File: src/rtl/prechg_guard_pkg.sv
package prechg_guard_pkg;

    typedef enum logic [2:0] {
        CMD_NOP   = 3'd0,
        CMD_RD    = 3'd1,
        CMD_RD_AP = 3'd2,
        CMD_WR    = 3'd3,
        CMD_WR_AP = 3'd4,
        CMD_PRE   = 3'd5
    } cmd_kind_e;

    function automatic logic is_read(input logic [2:0] k);
        return (k == CMD_RD) || (k == CMD_RD_AP);
    endfunction

    function automatic logic is_write(input logic [2:0] k);
        return (k == CMD_WR) || (k == CMD_WR_AP);
    endfunction

endpackage

File: src/rtl/prechg_delay_calc.sv
module prechg_delay_calc #(
    parameter int CW = 4,
    parameter int DW = CW + 2
) (
    input  logic [CW-1:0] cfg_al,
    input  logic [CW-1:0] cfg_wl,
    input  logic          cfg_bl8,
    input  logic [CW-1:0] cfg_rtp,
    input  logic [CW-1:0] cfg_wr,
    input  logic [CW-1:0] cfg_trp,
    output logic [DW-1:0] rd_load,
    output logic [DW-1:0] wr_load,
    output logic [DW-1:0] rp_load
);
    logic [DW-1:0] half_burst;
    logic [DW-1:0] rtp_eff;
    logic [DW-1:0] rd_gap;
    logic [DW-1:0] wr_gap;

    always_comb begin
        half_burst = cfg_bl8 ? DW'(4) : DW'(2);
        rtp_eff    = (cfg_rtp < CW'(2)) ? DW'(2) : DW'(cfg_rtp);
        // read gap is at least 2, write gap is at least 2
        rd_gap     = DW'(cfg_al) + half_burst + rtp_eff - DW'(2);
        wr_gap     = DW'(cfg_wl) + half_burst + DW'(cfg_wr);
        // counters hold the clocks still to wait after the accepting edge
        rd_load    = rd_gap - DW'(1);
        wr_load    = wr_gap - DW'(1);
        rp_load    = (cfg_trp == '0) ? '0 : DW'(cfg_trp) - DW'(1);
    end
endmodule

File: src/rtl/prechg_bank_slot.sv
module prechg_bank_slot
    import prechg_guard_pkg::*;
#(
    parameter int DW  = 6,
    parameter int BW  = 2,
    parameter int IDX = 0
) (
    input  logic          clk,
    input  logic          rst_n,
    input  logic          cmd_valid,
    input  logic [2:0]    cmd_kind,
    input  logic [BW-1:0] cmd_bank,
    input  logic          all_banks,
    input  logic [DW-1:0] rd_load,
    input  logic [DW-1:0] wr_load,
    input  logic [DW-1:0] rp_load,
    output logic          pre_ok,
    output logic          idle
);
    typedef struct packed {
        logic          open;
        logic [DW-1:0] gap;
        logic [DW-1:0] rp;
    } slot_t;

    slot_t s_d, s_q;
    logic          hit;
    logic          is_pre;
    logic [DW-1:0] gap_dec;
    logic [DW-1:0] rp_dec;

    always_comb begin
        is_pre  = (cmd_kind == CMD_PRE);
        hit     = cmd_valid && ((cmd_bank == BW'(IDX)) || (is_pre && all_banks));
        gap_dec = (s_q.gap == '0) ? '0 : s_q.gap - DW'(1);
        rp_dec  = (s_q.rp == '0) ? '0 : s_q.rp - DW'(1);
        s_d     = s_q;
        s_d.gap = gap_dec;
        s_d.rp  = rp_dec;
        if (hit) begin
            if (is_read(cmd_kind)) begin
                s_d.gap  = (rd_load > gap_dec) ? rd_load : gap_dec;
                s_d.open = 1'b1;
            end else if (is_write(cmd_kind)) begin
                s_d.gap  = (wr_load > gap_dec) ? wr_load : gap_dec;
                s_d.open = 1'b1;
            end else if (is_pre) begin
                // one-clock precharge-to-precharge spacing adds no wait
                s_d.open = 1'b0;
                s_d.rp   = rp_load;
            end
        end
    end

    always_ff @(posedge clk) begin
        if (!rst_n) begin
            s_q <= '0;
        end else begin
            s_q <= s_d;
        end
    end

    assign pre_ok = (s_q.gap == '0);
    assign idle   = !s_q.open && (s_q.rp == '0);
endmodule

File: src/rtl/prechg_guard.sv
module prechg_guard
    import prechg_guard_pkg::*;
#(
    parameter int NB = 4,
    parameter int CW = 4,
    localparam int BW = (NB > 1) ? $clog2(NB) : 1,
    localparam int DW = CW + 2
) (
    input  logic          clk,
    input  logic          rst_n,
    input  logic          cmd_valid,
    input  logic [2:0]    cmd_kind,
    input  logic [BW-1:0] cmd_bank,
    input  logic          all_banks,
    input  logic [CW-1:0] cfg_al,
    input  logic [CW-1:0] cfg_wl,
    input  logic          cfg_bl8,
    input  logic [CW-1:0] cfg_rtp,
    input  logic [CW-1:0] cfg_wr,
    input  logic [CW-1:0] cfg_trp,
    output logic [NB-1:0] pre_ok,
    output logic          pre_all_ok,
    output logic [NB-1:0] bank_idle,
    output logic          early_pre
);
    typedef struct packed {
        logic early;
    } top_t;

    top_t t_d, t_q;
    logic [DW-1:0] rd_load;
    logic [DW-1:0] wr_load;
    logic [DW-1:0] rp_load;

    prechg_delay_calc #(.CW(CW), .DW(DW)) u_calc (
        .cfg_al  (cfg_al),
        .cfg_wl  (cfg_wl),
        .cfg_bl8 (cfg_bl8),
        .cfg_rtp (cfg_rtp),
        .cfg_wr  (cfg_wr),
        .cfg_trp (cfg_trp),
        .rd_load (rd_load),
        .wr_load (wr_load),
        .rp_load (rp_load)
    );

    for (genvar i = 0; i < NB; i++) begin : g_bank
        prechg_bank_slot #(.DW(DW), .BW(BW), .IDX(i)) u_slot (
            .clk       (clk),
            .rst_n     (rst_n),
            .cmd_valid (cmd_valid),
            .cmd_kind  (cmd_kind),
            .cmd_bank  (cmd_bank),
            .all_banks (all_banks),
            .rd_load   (rd_load),
            .wr_load   (wr_load),
            .rp_load   (rp_load),
            .pre_ok    (pre_ok[i]),
            .idle      (bank_idle[i])
        );
    end

    assign pre_all_ok = &pre_ok;

    always_comb begin
        t_d.early = 1'b0;
        if (cmd_valid && (cmd_kind == CMD_PRE)) begin
            t_d.early = all_banks ? !pre_all_ok : !pre_ok[cmd_bank];
        end
    end

    always_ff @(posedge clk) begin
        if (!rst_n) begin
            t_q <= '0;
        end else begin
            t_q <= t_d;
        end
    end

    assign early_pre = t_q.early;
endmodule

File: config.mk
export PLATFORM = sky130hd
export DESIGN_NAME = prechg_guard
export DESIGN_NICKNAME = d
export VERILOG_FILES = /design/src/rtl/prechg_guard_pkg.sv /design/src/rtl/prechg_delay_calc.sv /design/src/rtl/prechg_bank_slot.sv /design/src/rtl/prechg_guard.sv
export SDC_FILE = /design/constraint.sdc
export NUM_CORES = 1
export LEC_CHECK = 0
export BUFFER_PORTS_ARGS = -buffer_cell sky130_fd_sc_hd__buf_2
export CAP_MARGIN = 20
export CORE_UTILIZATION = 49
export DETAILED_ROUTE_END_ITERATION = 16
export GPL_TIMING_DRIVEN = 0
export MAX_ROUTING_LAYER = met4
export PLACE_DENSITY = 0.74
export SETUP_SLACK_MARGIN = 0.5
export SLEW_MARGIN = 40
export SYNTH_ARGS = -nofsm -noshare
export SYNTH_HDL_FRONTEND = slang
export SYNTH_SLANG_ARGS = --single-unit
export TNS_END_PERCENT = 30
File: constraint.sdc
create_clock -name clk -period 4.1 [get_ports clk]
set_input_delay 0.205 -clock clk [delete_from_list [all_inputs] [get_ports clk]]
set_output_delay 0.205 -clock clk [all_outputs]
set_load 0.05 [all_outputs]
Yosys cells after proc, flatten, opt, wreduce, memory -nomap -nowiden
Index checks and enable logic that the tools add are counted.
{"block": "op_classes", "add_sub_neg": 16, "n_lt_le_gt_ge": 10, "n_eq_ne": 8, "muxes": 48, "reduce_logical": 39}
{"cell": "6-bit 2-to-1 mux", "n": 33}
{"cell": "6-bit by 1-bit subtractor with 6-bit output, second input constant", "n": 10}
{"cell": "6-bit > comparator", "n": 8}
{"cell": "6-bit zero test", "n": 8}
{"cell": "12-bit 2-to-1 mux", "n": 4}
{"cell": "7-bit 2-to-1 mux", "n": 4}
{"cell": "4-bit by 6-bit adder with 6-bit output", "n": 2}
{"cell": "1-bit logical AND", "n": 10}
{"cell": "2-bit AND reduction", "n": 5}
{"cell": "6-bit by 4-bit adder with 6-bit output", "n": 1}
{"cell": "6-bit adder", "n": 1}
{"cell": "3-bit by 2-bit equality test with 1-bit output, second input constant", "n": 2}
{"cell": "3-bit equality test, second input constant", "n": 2}
{"cell": "1-bit zero test", "n": 6}
{"cell": "1-bit logical OR", "n": 6}
{"cell": "6-bit by 2-bit subtractor with 6-bit output, second input constant", "n": 1}
{"cell": "4-bit by 1-bit subtractor with 5-bit output, second input constant", "n": 1}
{"cell": "2-bit equality test, second input constant", "n": 2}
{"cell": "4-bit zero test", "n": 1}
{"cell": "4-bit by 2-bit less-than comparator with 1-bit output, second input constant", "n": 1}
{"cell": "1-bit 2-to-1 mux", "n": 4}
{"cell": "4-bit 2-to-1 mux", "n": 1}
{"cell": "4-bit AND reduction", "n": 1}
{"cell": "3-bit by 1-bit equality test with 1-bit output, second input constant", "n": 1}
{"cell": "other kinds (6)", "n": 6}
{"block": "totals", "regBits": 53, "inputBits": 30, "out_inout_bits": 10, "wordCells": 134}

Depth between registers and ports, before layout
Gate-level depths: netlist (run 1).
{"block": "logic_depth", "word_depth": 9, "depth_mapped": 19, "mapped_depth_nobuf": 18}

By module
Synthesis (run 1) repeated with hierarchy kept, for this count alone.
{"block": "unflattened", "hier_cells": 629, "hier_area_um2": 5280.1}
{"mod": "prechg_bank_slot at g_bank[1].u_slot", "instances": 1, "cells_per_inst": 146, "area_each_um2": 1172.4, "seq_area_each_um2": 260.2}
{"mod": "prechg_bank_slot at g_bank[0].u_slot", "instances": 1, "cells_per_inst": 135, "area_each_um2": 1166.1, "seq_area_each_um2": 260.2}
{"mod": "prechg_bank_slot at g_bank[3].u_slot", "instances": 1, "cells_per_inst": 134, "area_each_um2": 1151.1, "seq_area_each_um2": 260.2}
{"mod": "prechg_bank_slot at g_bank[2].u_slot", "instances": 1, "cells_per_inst": 129, "area_each_um2": 1112.3, "seq_area_each_um2": 260.2}
{"mod": "prechg_delay_calc", "instances": 1, "cells_per_inst": 78, "area_each_um2": 595.6, "seq_area_each_um2": 0.0}
{"mod": "prechg_guard", "instances": 1, "cells_per_inst": 7, "area_each_um2": 82.6, "seq_area_each_um2": 20.0}

Worst setup path before layout (run 1)
Ideal clock, no wire load.
{"block": "synth_path", "path_kind": "input to register", "start": "input port cfg_rtp[2]", "end": "register g_bank[3].u_slot.s_q[6] (netlist bit)", "setup_ps": 92, "arrival_ps": 3656, "required_ps": 4008, "path_slack_ps": 352, "cell_stages": 18, "path_buffers": 1, "path_cell_list": "inv_1 > a21oi_1 > fa_1 > inv_1 > fa_1 > ha_1 > a21o_1 > a21oi_2 > xor2_2 > inv_2 > buf_2 > ha_1 > and4_1 > a221oi_1 > nor2_1 > o21ai_0 > nand2_1 > o32ai_1"}
{"block": "synth_between", "elab_chain_len": 9}
{"item": "start, declared", "line_no": "prechg_guard.sv:18", "rtl": "input logic [CW-1:0] cfg_rtp,"}
{"item": "4-bit by 2-bit less-than comparator with 1-bit output", "line_no": "prechg_delay_calc.sv:22", "rtl": "rtp_eff = (cfg_rtp < CW'(2)) ? DW'(2) : DW'(cfg_rtp);"}
{"item": "4-bit 2-to-1 mux (*)", "line_no": "prechg_delay_calc.sv:22"}
{"item": "6-bit adder (*)", "line_no": "prechg_delay_calc.sv:24", "rtl": "rd_gap = DW'(cfg_al) + half_burst + rtp_eff - DW'(2);"}
{"item": "6-bit by 2-bit subtractor with 6-bit output (*)", "line_no": "prechg_delay_calc.sv:24"}
{"item": "6-bit by 1-bit subtractor with 6-bit output (*)", "line_no": "prechg_delay_calc.sv:27", "rtl": "rd_load = rd_gap - DW'(1);"}
{"item": "6-bit > comparator", "line_no": "prechg_bank_slot.sv:42", "rtl": "s_d.gap = (rd_load > gap_dec) ? rd_load : gap_dec;"}
{"item": "6-bit 2-to-1 mux (*)", "line_no": "prechg_bank_slot.sv:42"}
{"item": "7-bit 2-to-1 mux (*)", "line_no": "prechg_bank_slot.sv:41", "rtl": "if (is_read(cmd_kind)) begin"}
{"item": "12-bit 2-to-1 mux (*)", "line_no": "prechg_bank_slot.sv:40", "rtl": "if (hit) begin"}
{"item": "end signal, assigned", "line_no": "prechg_bank_slot.sv:57", "rtl": "s_q <= '0;"}
{"item": "end signal, assigned", "line_no": "prechg_bank_slot.sv:59", "rtl": "s_q <= s_d;"}
{"item": "end, declared", "line_no": "prechg_bank_slot.sv:26", "rtl": "slot_t s_d, s_q;"}
Every way passes the cells marked *; elsewhere a longest branch is shown, timed or not.
A chain may end at the register's enable or synchronous reset.

Worst setup path after layout (run 1)
Same ends and word-level chain as after synthesis.

==> results of run 1 <==
[flip-flops by register name, summed over array words and instances (netlist names)]
name	flops
g_bank.u_slot.s_q	52
early_pre	1
[stage by stage]
stage	setup TNS [ns]	instances	total power [W]	setup WS, ns
2_1_floorplan	0	661	0.00415	0.515
5_1_grt	0	864	0.00639	0.400
4_1_cts	0	850	0.00546	0.460
3_3_place_gp	-1.75	835	0.00483	-0.163
3_5_place_dp	-0.431	835	0.00504	-0.133
6_report	0	865	0.00587	0.517
[worst min-delay path: cells and delay by family]
kind / cells / cell delay [ns]
buffers and inverters: 1 / 0.11
multiplexers: 1 / 0.07
AND/OR/NAND/NOR: 1 / 0.17
[layout make-up]
type                            instances  area share
Sequential cell                        53       0.177
Buffer                                 19      0.0190
Tap cell                              136      0.0284
Antenna cell                            1    0.000418
Inverter                               68      0.0439
Clock inverter                          2     0.00230
Timing Repair Buffer                   59      0.0581
Multi-Input combinational cell        521       0.659
Clock buffer                            6      0.0121
[cells by family (layout without fill, tap and decap cells)]
group	Yosys count	count (layout)	synth area share
buf+inv	87	154	0.0712
mux	13	13	0.0293
fa+ha+maj	78	78	0.197
compound gates	154	154	0.208
other cells	0	1	0
flops	53	53	0.205
simple gates	247	247	0.235
xor+xnor	29	29	0.0543
[cells in the mapped netlist, types with 8 or more instances]
cell type,count
a21oi_1,23
o21ai_0,27
nand2_1,65
nand4_1,8
xor2_1,13
o21ai_1,8
nand3_1,29
ha_1,70
dfxtp_1,53
inv_1,63
xnor2_1,14
buf_4,8
a22oi_1,11
o21a_1,8
nand2b_1,16
nor3_1,21
nor2_1,64
o22ai_1,20
[repair_timing]
item,CTS,global route
pin swaps,4,15
setup buffers,7,14
cloned,0,0
gates resized for setup,4,28
endpoints found under the setup margin,23,24
[routing by layer]
| layer | global-route usage | routed length [um] | vias to the layer above |
|---|---|---|---|
| li1 | - | - | 2484 |
| met1 | 0.350 | 6330 | 2532 |
| met2 | 0.466 | 7310 | 272 |
| met3 | 0.0405 | 1140 | 48 |
| met4 | 0.112 | 441 | 0 |
| met5 | - | 0 | - |
[worst min path at each step]
stage                                 start                 endpoint  slack [ns]  cells past startpoint
CTS                               all_banks                early_pre        0.26                      3
detailed placement  g_bank[1].u_slot.s_q[0]  g_bank[1].u_slot.s_q[0]        0.44                      1
global route                      all_banks                early_pre        0.27                      3
global placement    g_bank[1].u_slot.s_q[0]  g_bank[1].u_slot.s_q[0]        0.43                      1
finish                            all_banks                early_pre        0.27                      3
floorplan                        cfg_trp[3]  g_bank[1].u_slot.s_q[3]        0.42                      2
[cells in the final DEF, fill, tap and decap left out, types with 8 or more instances in the layout]
cell type,instances
nand4_1,8
nor3_1,20
xnor2_1,13
o21a_1,8
o21ai_0,25
a21oi_1,20
xor2_1,12
inv_1,60
o21ai_1,10
nand2_1,64
nand2b_1,16
nor2_1,63
buf_2,42
nand3_1,29
o22ai_1,19
dfxtp_1,53
buf_4,29
ha_1,67
a22oi_1,11
[power by group through the flow]
stage               clock (W)  sequential, W  combinational, W
global placement            0       0.000887           0.00395
detailed placement          0       0.000894           0.00415
CTS                  0.000315       0.000885           0.00426
global route         0.000335       0.000913           0.00514
finish               0.000313       0.000888           0.00467
floorplan                   0       0.000862           0.00329
==> impl_results.md, run 1 <==
- Finished layout cell area: around 0.006 sq mm
- Post-route minimum period: about 3.6 ns
- CTS Buf Count: 5
- Placed instance area: between 0.005 and 0.006 sq mm
- Internal cell power: about 0.0028 W
- P per Cell Area: 980 mW/mm^2
- I/O Pins: 40
- RSZ-0062 raised after global routing: yes
- Reg2Reg Setup Slack: roughly 0.75 ns
- Crit path to: g_bank[3].u_slot.s_q[6]
- Count of final hold-check violations: 0
- Largest net degree at the start of global routing: 17
- Setup-failing EPs final: 0
- Vias: between 5k and 6k
- Clock root buffer: clkbuf_8
- Area occupied by multi-input gates: 0.00394 sq mm
- Yosys warns: 0
- Leakage: 2.65 nW
- Pre-antenna DRT Iters: 6
- Vias/cell: about 6.2
- CP max stage cell: fa_2
- Req. time, crit path: between 4 and 5 ns
- # hold bufs at CTS: 0
- Fin nets: 833
- Chip height: 105 um
- Top area cells in the synthesized netlist: dfxtp_1 (21%), ha_1 (17%), nand2_1 (4.7%)
- DPL Wire Length: about 11000 um
- Clk slew on worst S/H paths: roughly 0.10 ns
- Mean Syn Cell Area: between 7 and 8 sq um
- Worst flop-to-flop path endpoint: g_bank[0].u_slot.s_q[11]
- Sequential Area: approximately 0.0011 sq mm
- CP dominant cell by count: fa_2
- Synth cell types: 75
- Global-route usage over all layers: 0.284
- Clk buf depth: 2
- Crit path max fanout: 5
- Share of cells above drive strength 1: 0.188
- Max Cap Viol: 0
- Top cell type's share of synthesized area: 0.205
- Worst Tran Pin Value: roughly 0.76 ns
- Die area: 0.0110 sq mm
- Largest area contributor in the netlist: dfxtp_1
- CTS tree: done
- Core area: about 0.010 sq mm
- Psw: between 0.003 and 0.004 W
- R2R Path Start: g_bank[0].u_slot.s_q[6]
- Synthesis-to-layout area growth: 15.9%
- Post-synth top flop: dfxtp_1
- CP delay by family, top: adder cells
- Worst setup EP type: flop
- WL final: 15200 um
- Fin util: 0.583
- Clk pwr share: 0.053
- Post-synth EDFFs: 0
- Fin Clk Skew: slightly above 0.009 ns
- Rows: 37
- CP Depth: 16
- Clk sinks: 53
- Slew Viols, Final: 0
- Outcome: completed
- Startpoint types: input pin
- Vias in the first global route: just over 5k
- Critical Path Source: cfg_rtp[2]
- Die Span X: roughly 100 um
- Async SR Flop Fraction: 0
- Synth Register Bits: 53
- First-pass GRT wire length: 24300 um
- Arr. time, crit path: 3.82 ns
- CP Class: in2reg
- Routability cong.: 1.03
- Worst slew margin: 0.492
- Combinational fraction of design power: 0.795
- Period utilisation layout: 0.874
- Sequential fraction of the synthesis area: 0.205
- Port Buffers: 38
- CP cell instances: buf_2 -> inv_2 -> a21oi_2 -> fa_2 -> inv_2 -> fa_2 -> ha_4 -> fa_2 -> ha_4 -> a21o_1 -> a21o_1 -> a221oi_4 -> nor2_4 -> o21ai_1 -> nand2_1 -> o32ai_2
- Initial antenna violation count: 0
- Delay of the slowest critical-path stage: ~0.7 ns
- Worst-Skew Late Latency: 0.32 ns
- GRT Residual Overflow: 0
- Mapped cell area: about 0.0052 sq mm
- Initial Util: 0.503
- Maximum vdd drop: 0.603 mV
- H-tree level count: 2
- Filler cells: 951
- Syn Inst Count: between 600 and 700
- Wire per inst: ~18 um
- Sw frac: 0.528
- Post-DRT Antenna Nets: 0
- Worst Hold Class: in2reg
- Reg2reg path depth: 12
- Seq pwr share: 0.151
- CP Buf/Inv Count: 3
- Post-synth net total: roughly 770
- Iter 0 DRT Violations: roughly 620
- Final hold slack: 0.267 ns
- DR DRC count: 0
- Max Freq: 279 MHz
Note: power is estimated with default switching activity, not from simulation.
==> inputs of run 2 (changes only) <==
--- a/config.mk
+++ b/config.mk
@@ -7,6 +7,7 @@
 export LEC_CHECK = 0
 export BUFFER_PORTS_ARGS = -buffer_cell sky130_fd_sc_hd__buf_2
 export CAP_MARGIN = 20
+export CORE_MARGIN = 8
 export CORE_UTILIZATION = 49
 export DETAILED_ROUTE_END_ITERATION = 16
 export GPL_TIMING_DRIVEN = 0
==> constraint.sdc (replaced) <==
create_clock -name clk -period 4.1 [get_ports clk]
set_input_delay 0.41 -clock clk [delete_from_list [all_inputs] [get_ports clk]]
set_output_delay 0.41 -clock clk [all_outputs]
set_load 0.05 [all_outputs]
==> run 2 against run 1 <==
Effect of this change: sequential cell count is the same; cell count up 0.23%; final area is 2.2% higher; non-clock buffer count increased by 2; clock skew fell by 0.0043 ns; global-route usage shrank 7.1 points; core utilization is 1.3 points higher; critical endpoint is now g_bank[2].u_slot.s_q[10]; die area increased by 29%; routed wire length barely moved; clock-buffer cell count is 1 lower; register-to-register slack worse by 0.13 ns.
==> impl_results.md, run 2 (synthesized netlist as in run 1, its figures left out) <==
- Outcome: completed
- Clk buf depth: 2 (unchanged)
- Clk sinks: 53 (unchanged)
- WL final: 15200 um (about the same)
- Routability cong.: 0.937 (-8.8%)
- Worst-Skew Late Latency: 0.32 ns (about the same)
- Max Cap Viol: 0 (unchanged)
- Max FFs per register: 52 (unchanged)
- Critical hold path startpoint: g_bank[2].u_slot.s_q[0]
- Global-route usage over all layers: 0.212 (-0.0714)
- Max Freq: 272 MHz (-2.5%)
- I/O Pins: 40 (unchanged)
- RSZ-0062 raised after global routing: yes
- Worst slew margin: 0.528 (+0.0359)
- CP delay by family, top: adder cells
- Delay of the slowest critical-path stage: 0.50 ns (-0.18 ns)
- Pre-antenna DRT Iters: 5 (-1)
- Slew Viols, Final: 0 (unchanged)
- Setup-failing EPs final: 0 (unchanged)
- CP Buf/Inv Count: 4 (+1)
- R2R Path Start: g_bank[2].u_slot.s_q[6]
- Clk slew on worst S/H paths: 0.10 ns (about the same)
- DPL Wire Length: 11200 um (-0.52%)
- Worst Hold Class: reg2reg
- Vias: 5161 (-3.3%)
- Share of cells above drive strength 1: 0.198 (+0.0102)
- Leading cell types in the layout, fill and taps excluded: nand2_1 (65), ha_1 (64), nor2_1 (63)
- Worst Tran Pin Value: 0.702 ns (-0.0534 ns)
- First-pass GRT wire length: 24100 um (-0.71%)
- Placed instance area: 0.00561 sq mm (+0.92%)
- CP Class: in2reg
- GRT Residual Overflow: 0 (unchanged)
- Count of final hold-check violations: 0 (unchanged)
- Die area: 0.0141 sq mm (+29%)
- CTS tree: done
- Core area: 0.0103 sq mm (unchanged)
- DR DRC count: 0 (unchanged)
- Finished layout cell area: 0.00612 sq mm (+2.2%)
- Die Span X: 119 um (+13%)
- Port Buffers: 38 (unchanged)
- Synthesis-to-layout area growth: 18.5%
- Post-DRT Antenna Nets: 0 (unchanged)
- CP cell instances: buf_2 -> inv_1 -> ha_1 -> fa_1 -> inv_1 -> ha_1 -> fa_2 -> xor2_4 -> buf_4 -> ha_1 -> and4_1 -> a31oi_1 -> o41ai_1 -> nor3_2 -> nand2_1 -> o2111ai_1
- Fin nets: 836 (+0.36%)
- Vias/cell: 5.95 (-3.5%)
- Post-route minimum period: 3.68 ns (+0.0932 ns)
- Iter 0 DRT Violations: 419 (-33%)
- Clock root buffer: clkbuf_8
- Rows: 37 (unchanged)
- Req. time, crit path: 4.33 ns (about the same)
- Vias in the first global route: 4845 (-5.4%)
- Chip height: 119 um (+13%)
- Worst setup EP type: flop
- Crit path max fanout: 4 (-1)
- Critical Path Source: cfg_wl[2]
- Commonest non-fill, non-tap cell in the layout: nand2_1
- CTS Buf Count: 5 (unchanged)
- Largest net degree at the start of global routing: 18 (+1)
- Arr. time, crit path: 3.90 ns (+0.08 ns)
- Final hold slack: 0.472 ns (+0.205 ns)
- H-tree level count: 2 (unchanged)
- Initial Util: 0.503 (unchanged)
- Wire per inst: 17.5 um (-0.33%)
- Initial antenna violation count: 0 (unchanged)
- Fin Clk Skew: 0.00500 ns (-0.00431 ns)
- Largest reg by FF count: g_bank.u_slot.s_q
- CP dominant cell by count: ha_1
- CP max stage cell: fa_1
- Startpoint types: input pin
- # diodes: 0 (-1)
- Period utilisation layout: 0.897 (+0.0227)
-- run 2: cell count changes in the layout (fill, tap and decap cells not counted), sizes merged --
| cell | previous run | this run |
|---|---|---|
| buf | 72 | 74 |
| clkbuf | 12 | 11 |
| maj3 | 2 | 3 |
| clkinvlp | 0 | 1 |
| diode | 1 | 0 |
-- run 2: timing repair --
item | in CTS | in global routing
cloned | 0 | 1
resized for setup | 7 | 28
pin swaps | 7 | 21
hold buffers | 0 | 0
setup endpoints to repair | 24 | 24
buffers inserted | 11 | 12
-- run 2: routing by layer --
layer	track usage	vias up	wire length (um)
met5	-	-	0
met4	0.0791	0	510
met3	0.0343	57	1130
met2	0.337	219	7080
met1	0.265	2399	6480
li1	-	2486	-
-- run 2: final cells by class --
type	count	area, sq um
Sequential cell	53	1060
Clock buffer	5	68.8
Multi-Input combinational cell	522	4020
Clock inverter	3	21.3
Tap cell	136	170
Buffer	19	118
Timing Repair Buffer	61	392
Inverter	68	268
Fill cell	919	4160
-- run 2: final timing paths --
kind	endpoint	cells past startpoint	slack, ns
setup reg to reg	g_bank[2].u_slot.s_q[8]	15	0.62
hold reg to reg	g_bank[2].u_slot.s_q[0]	1	0.47
setup / recovery	g_bank[2].u_slot.s_q[10]	16	0.42
hold / removal	g_bank[2].u_slot.s_q[0]	1	0.47
-- run 2: stage by stage --
stage	cells	utilization	setup slack, ns	setup TNS [ns]
3_3_place_gp	835	0.546	-0.201	-0.880
4_1_cts	854	0.568	0.451	0
2_1_floorplan	661	-	0.405	0
5_1_grt	867	0.595	0.308	0
6_report	867	0.595	0.424	0
3_5_place_dp	835	0.546	-0.235	-1.33
Power of run 2 is not shown: default switching activity piles up to over one toggle a cycle in this logic, so the estimate is an artifact.
==> inputs of run 3 (changes only) <==
==> constraint.sdc (replaced) <==
create_clock -name clk -period 4.1 [get_ports clk]
set_input_delay 0 -clock clk [delete_from_list [all_inputs] [get_ports clk]]
set_output_delay 0 -clock clk [all_outputs]
set_load 0.05 [all_outputs]
==> run 3 against run 2 <==
Effect of this change: register-to-register slack better by 0.08 ns; first-iteration DRC count up 14%; non-clock buffer count down 14; clock-buffer cell count up 1; die area unchanged; maximum frequency up 6.5%; via count up 0.41%; hold slack worse by 0.37 ns; global-route usage up 0.10 points; core utilization down 3.2 points; cell count down 1.7%; highest routed layer unchanged.
==> impl_results.md, run 3 (synthesized netlist as in run 1, its figures left out) <==
- CP Buf/Inv Count: 3 (-1)
- Commonest non-fill, non-tap cell in the layout: ha_1
- Initial antenna violation count: 0 (unchanged)
- Outcome: completed
- CTS Buf Count: 5 (unchanged)
- Largest net degree at the start of global routing: 17 (-1)
- Synthesis-to-layout area growth: 12.1%
- Critical Path Source: cfg_rtp[2]
- Final std cells w/o fill: 852 (-1.7%)
- Post-DRT Antenna Nets: 0 (unchanged)
- Setup slack at placement: -0.0486 ns (+0.186 ns)
- # hold bufs at CTS: 0 (unchanged)
- Period utilisation layout: 0.842 (-0.0545)
- Worst Hold Endpoint: early_pre
- Post-route minimum period: 3.45 ns (-0.223 ns)
- Worst setup EP type: flop
- Max FFs per register: 52 (unchanged)
- Vias/cell: 6.08 (+2.2%)
- Startpoint types: input pin
- Rows: 37 (unchanged)
- Port Buffers: 38 (unchanged)
- Reg2Reg Setup Slack: 0.70 ns (+0.08 ns)
- DPL Wire Length: 11600 um (+4.1%)
- CP delay by family, top: adder cells
- Total Power: around 0.0056 W
- Iter 0 DRT Violations: 478 (+14%)
- Crit path max fanout: 10 (+6)
- Slew Viols, Final: 0 (unchanged)
- Setup TNS: 0 ns (unchanged)
- CP Class: in2reg
- Setup-failing EPs final: 0 (unchanged)
- Pre-antenna DRT Iters: 5 (unchanged)
- Max Freq: 290 MHz (+6.5%)
- Chip height: 119 um (unchanged)
- Vias in the first global route: 5133 (+5.9%)
- Clock root buffer: clkbuf_8
- Core area: 0.0103 sq mm (unchanged)
- Initial Util: 0.503 (unchanged)
- GRT Residual Overflow: 0 (unchanged)
- CP Depth: 16 (unchanged)
- P per Cell Area: roughly 1000 mW/mm^2
- Arr. time, crit path: 3.69 ns (-0.21 ns)
- Die Span X: 119 um (unchanged)
- Share of cells above drive strength 1: 0.154 (-0.0447)
- Worst flop-to-flop path endpoint: g_bank[0].u_slot.s_q[6]
- Maximum vdd drop: between 0.6 and 0.7 mV
- Req. time, crit path: 4.34 ns (about the same)
- Fin nets: 821 (-1.8%)
- Vias: 5182 (+0.41%)
- CP max stage cell: fa_2
- DR DRC count: 0 (unchanged)
- Clk buf depth: 2 (unchanged)
- CP cell instances: buf_2 -> inv_1 -> a21oi_1 -> fa_1 -> inv_1 -> fa_1 -> ha_2 -> fa_2 -> ha_1 -> o21ai_0 -> a21oi_1 -> o21ai_0 -> maj3_2 -> mux2_1 -> nand3_1 -> o2bb2ai_1
- I/O Pins: 40 (unchanged)
- Worst slew margin: 0.486 (-0.0421)
- Leading cell types in the layout, fill and taps excluded: ha_1 (68), nand2_1 (65), inv_1 (63), nor2_1 (63), dfxtp_1 (53)
- RSZ-0062 raised after global routing: no
- Worst Tran Pin Value: 0.764 ns (+0.0626 ns)
- Worst hold stages: 3 (+2)
- First-pass GRT wire length: 24400 um (+1.4%)
- # diodes: 0 (unchanged)
- Delay of the slowest critical-path stage: 0.70 ns (+0.20 ns)
- Critical hold path startpoint: all_banks
- Worst Hold Class: in2reg
- WL final: 15000 um (-1.1%)
- Reg2reg path depth: 13 (-2)
- Count of final hold-check violations: 0 (unchanged)
- Clk sinks: 53 (unchanged)
- Leakage: 2.59 nW
- CTS tree: done
- Die area: 0.0141 sq mm (unchanged)
- Fin util: 0.564 (-0.0318)
- Max Cap Viol: 0 (unchanged)
- Setup ws final: 0.647 ns (+0.223 ns)
- H-tree level count: 2 (unchanged)
- Global-route usage over all layers: 0.213 (+0.00102)
- Wire per inst: 17.7 um (+0.67%)
- Clk slew on worst S/H paths: 0.11 ns (about the same)
- Routability cong.: 0.911 (-2.8%)
- Fin Clk Skew: 0.00747 ns (+0.00247 ns)
- Largest reg by FF count: g_bank.u_slot.s_q
- R2R Path Start: g_bank[0].u_slot.s_q[6]
- Placed insts: 835 (unchanged)
- Worst-Skew Late Latency: 0.31 ns (about the same)
==> run 3: power breakdown <==
group | switching (W) | internal, W | leakage, nW | total (W)
sequential | 0.000166 | 0.000723 | 0.438 | 0.000889
clock | 0.000188 | 0.000123 | 0.0456 | 0.000311
combinational | 0.00264 | 0.00179 | 2.10 | 0.00443
total | 0.00299 | 0.00263 | 2.59 | 0.00563
==> run 3: repair_timing <==
item,in CTS,in global routing
pin swaps,0,4
setup buffers,1,8
resized for setup,3,10
endpoints found under the setup margin,7,22
==> run 3: area by class of cell <==
type | instances | area [sq um]
multi-input combinational | 521 | 3830
clock buffer | 6 | 72.6
timing repair buffer | 47 | 270
sequential | 53 | 1060
buffer | 19 | 110
inverter | 68 | 260
tap | 136 | 170
clock inverter | 2 | 13.8
fill | 988 | 4490
==> run 3: worst max-delay path by stage <==
stage	to	slack (ns)
finish	g_bank[2].u_slot.s_q[9]	0.65
global route	g_bank[3].u_slot.s_q[6]	0.52
CTS	g_bank[3].u_slot.s_q[6]	0.55
detailed placement	g_bank[3].u_slot.s_q[6]	-0.05
global placement	g_bank[3].u_slot.s_q[6]	-0.007
floorplan	g_bank[3].u_slot.s_q[6]	0.56
==> run 3: per-layer routing <==
metal,routed length (um),vias to the layer above,GRT usage
met3,1160,37,0.0314
met4,347,0,0.0830
met1,6520,2438,0.262
met5,0,-,-
met2,7020,238,0.345
li1,-,2469,-
==> run 3: metrics by stage <==
step	hold WS, ns	area [sq um]
floorplan	0.212	5160
global placement	0.420	5530
detailed placement	0.426	5540
CTS	0.0898	5650
global route	0.104	5790
finish	0.0994	5790
==> run 3: worst reg2reg max path, stage by stage, from the launching register on <==
cell and delay (ns):
dfxtp_1 0.38, inv_1 0.11, ha_1 0.19, nand2_1 0.08
nor4_2 0.58, nand2b_1 0.31, ha_1 0.29, and4_1 0.20
a32oi_1 0.24, o211ai_2 0.25, a21oi_2 0.29, nor3_1 0.07
o21ai_0 0.21, o21ai_1 0.09
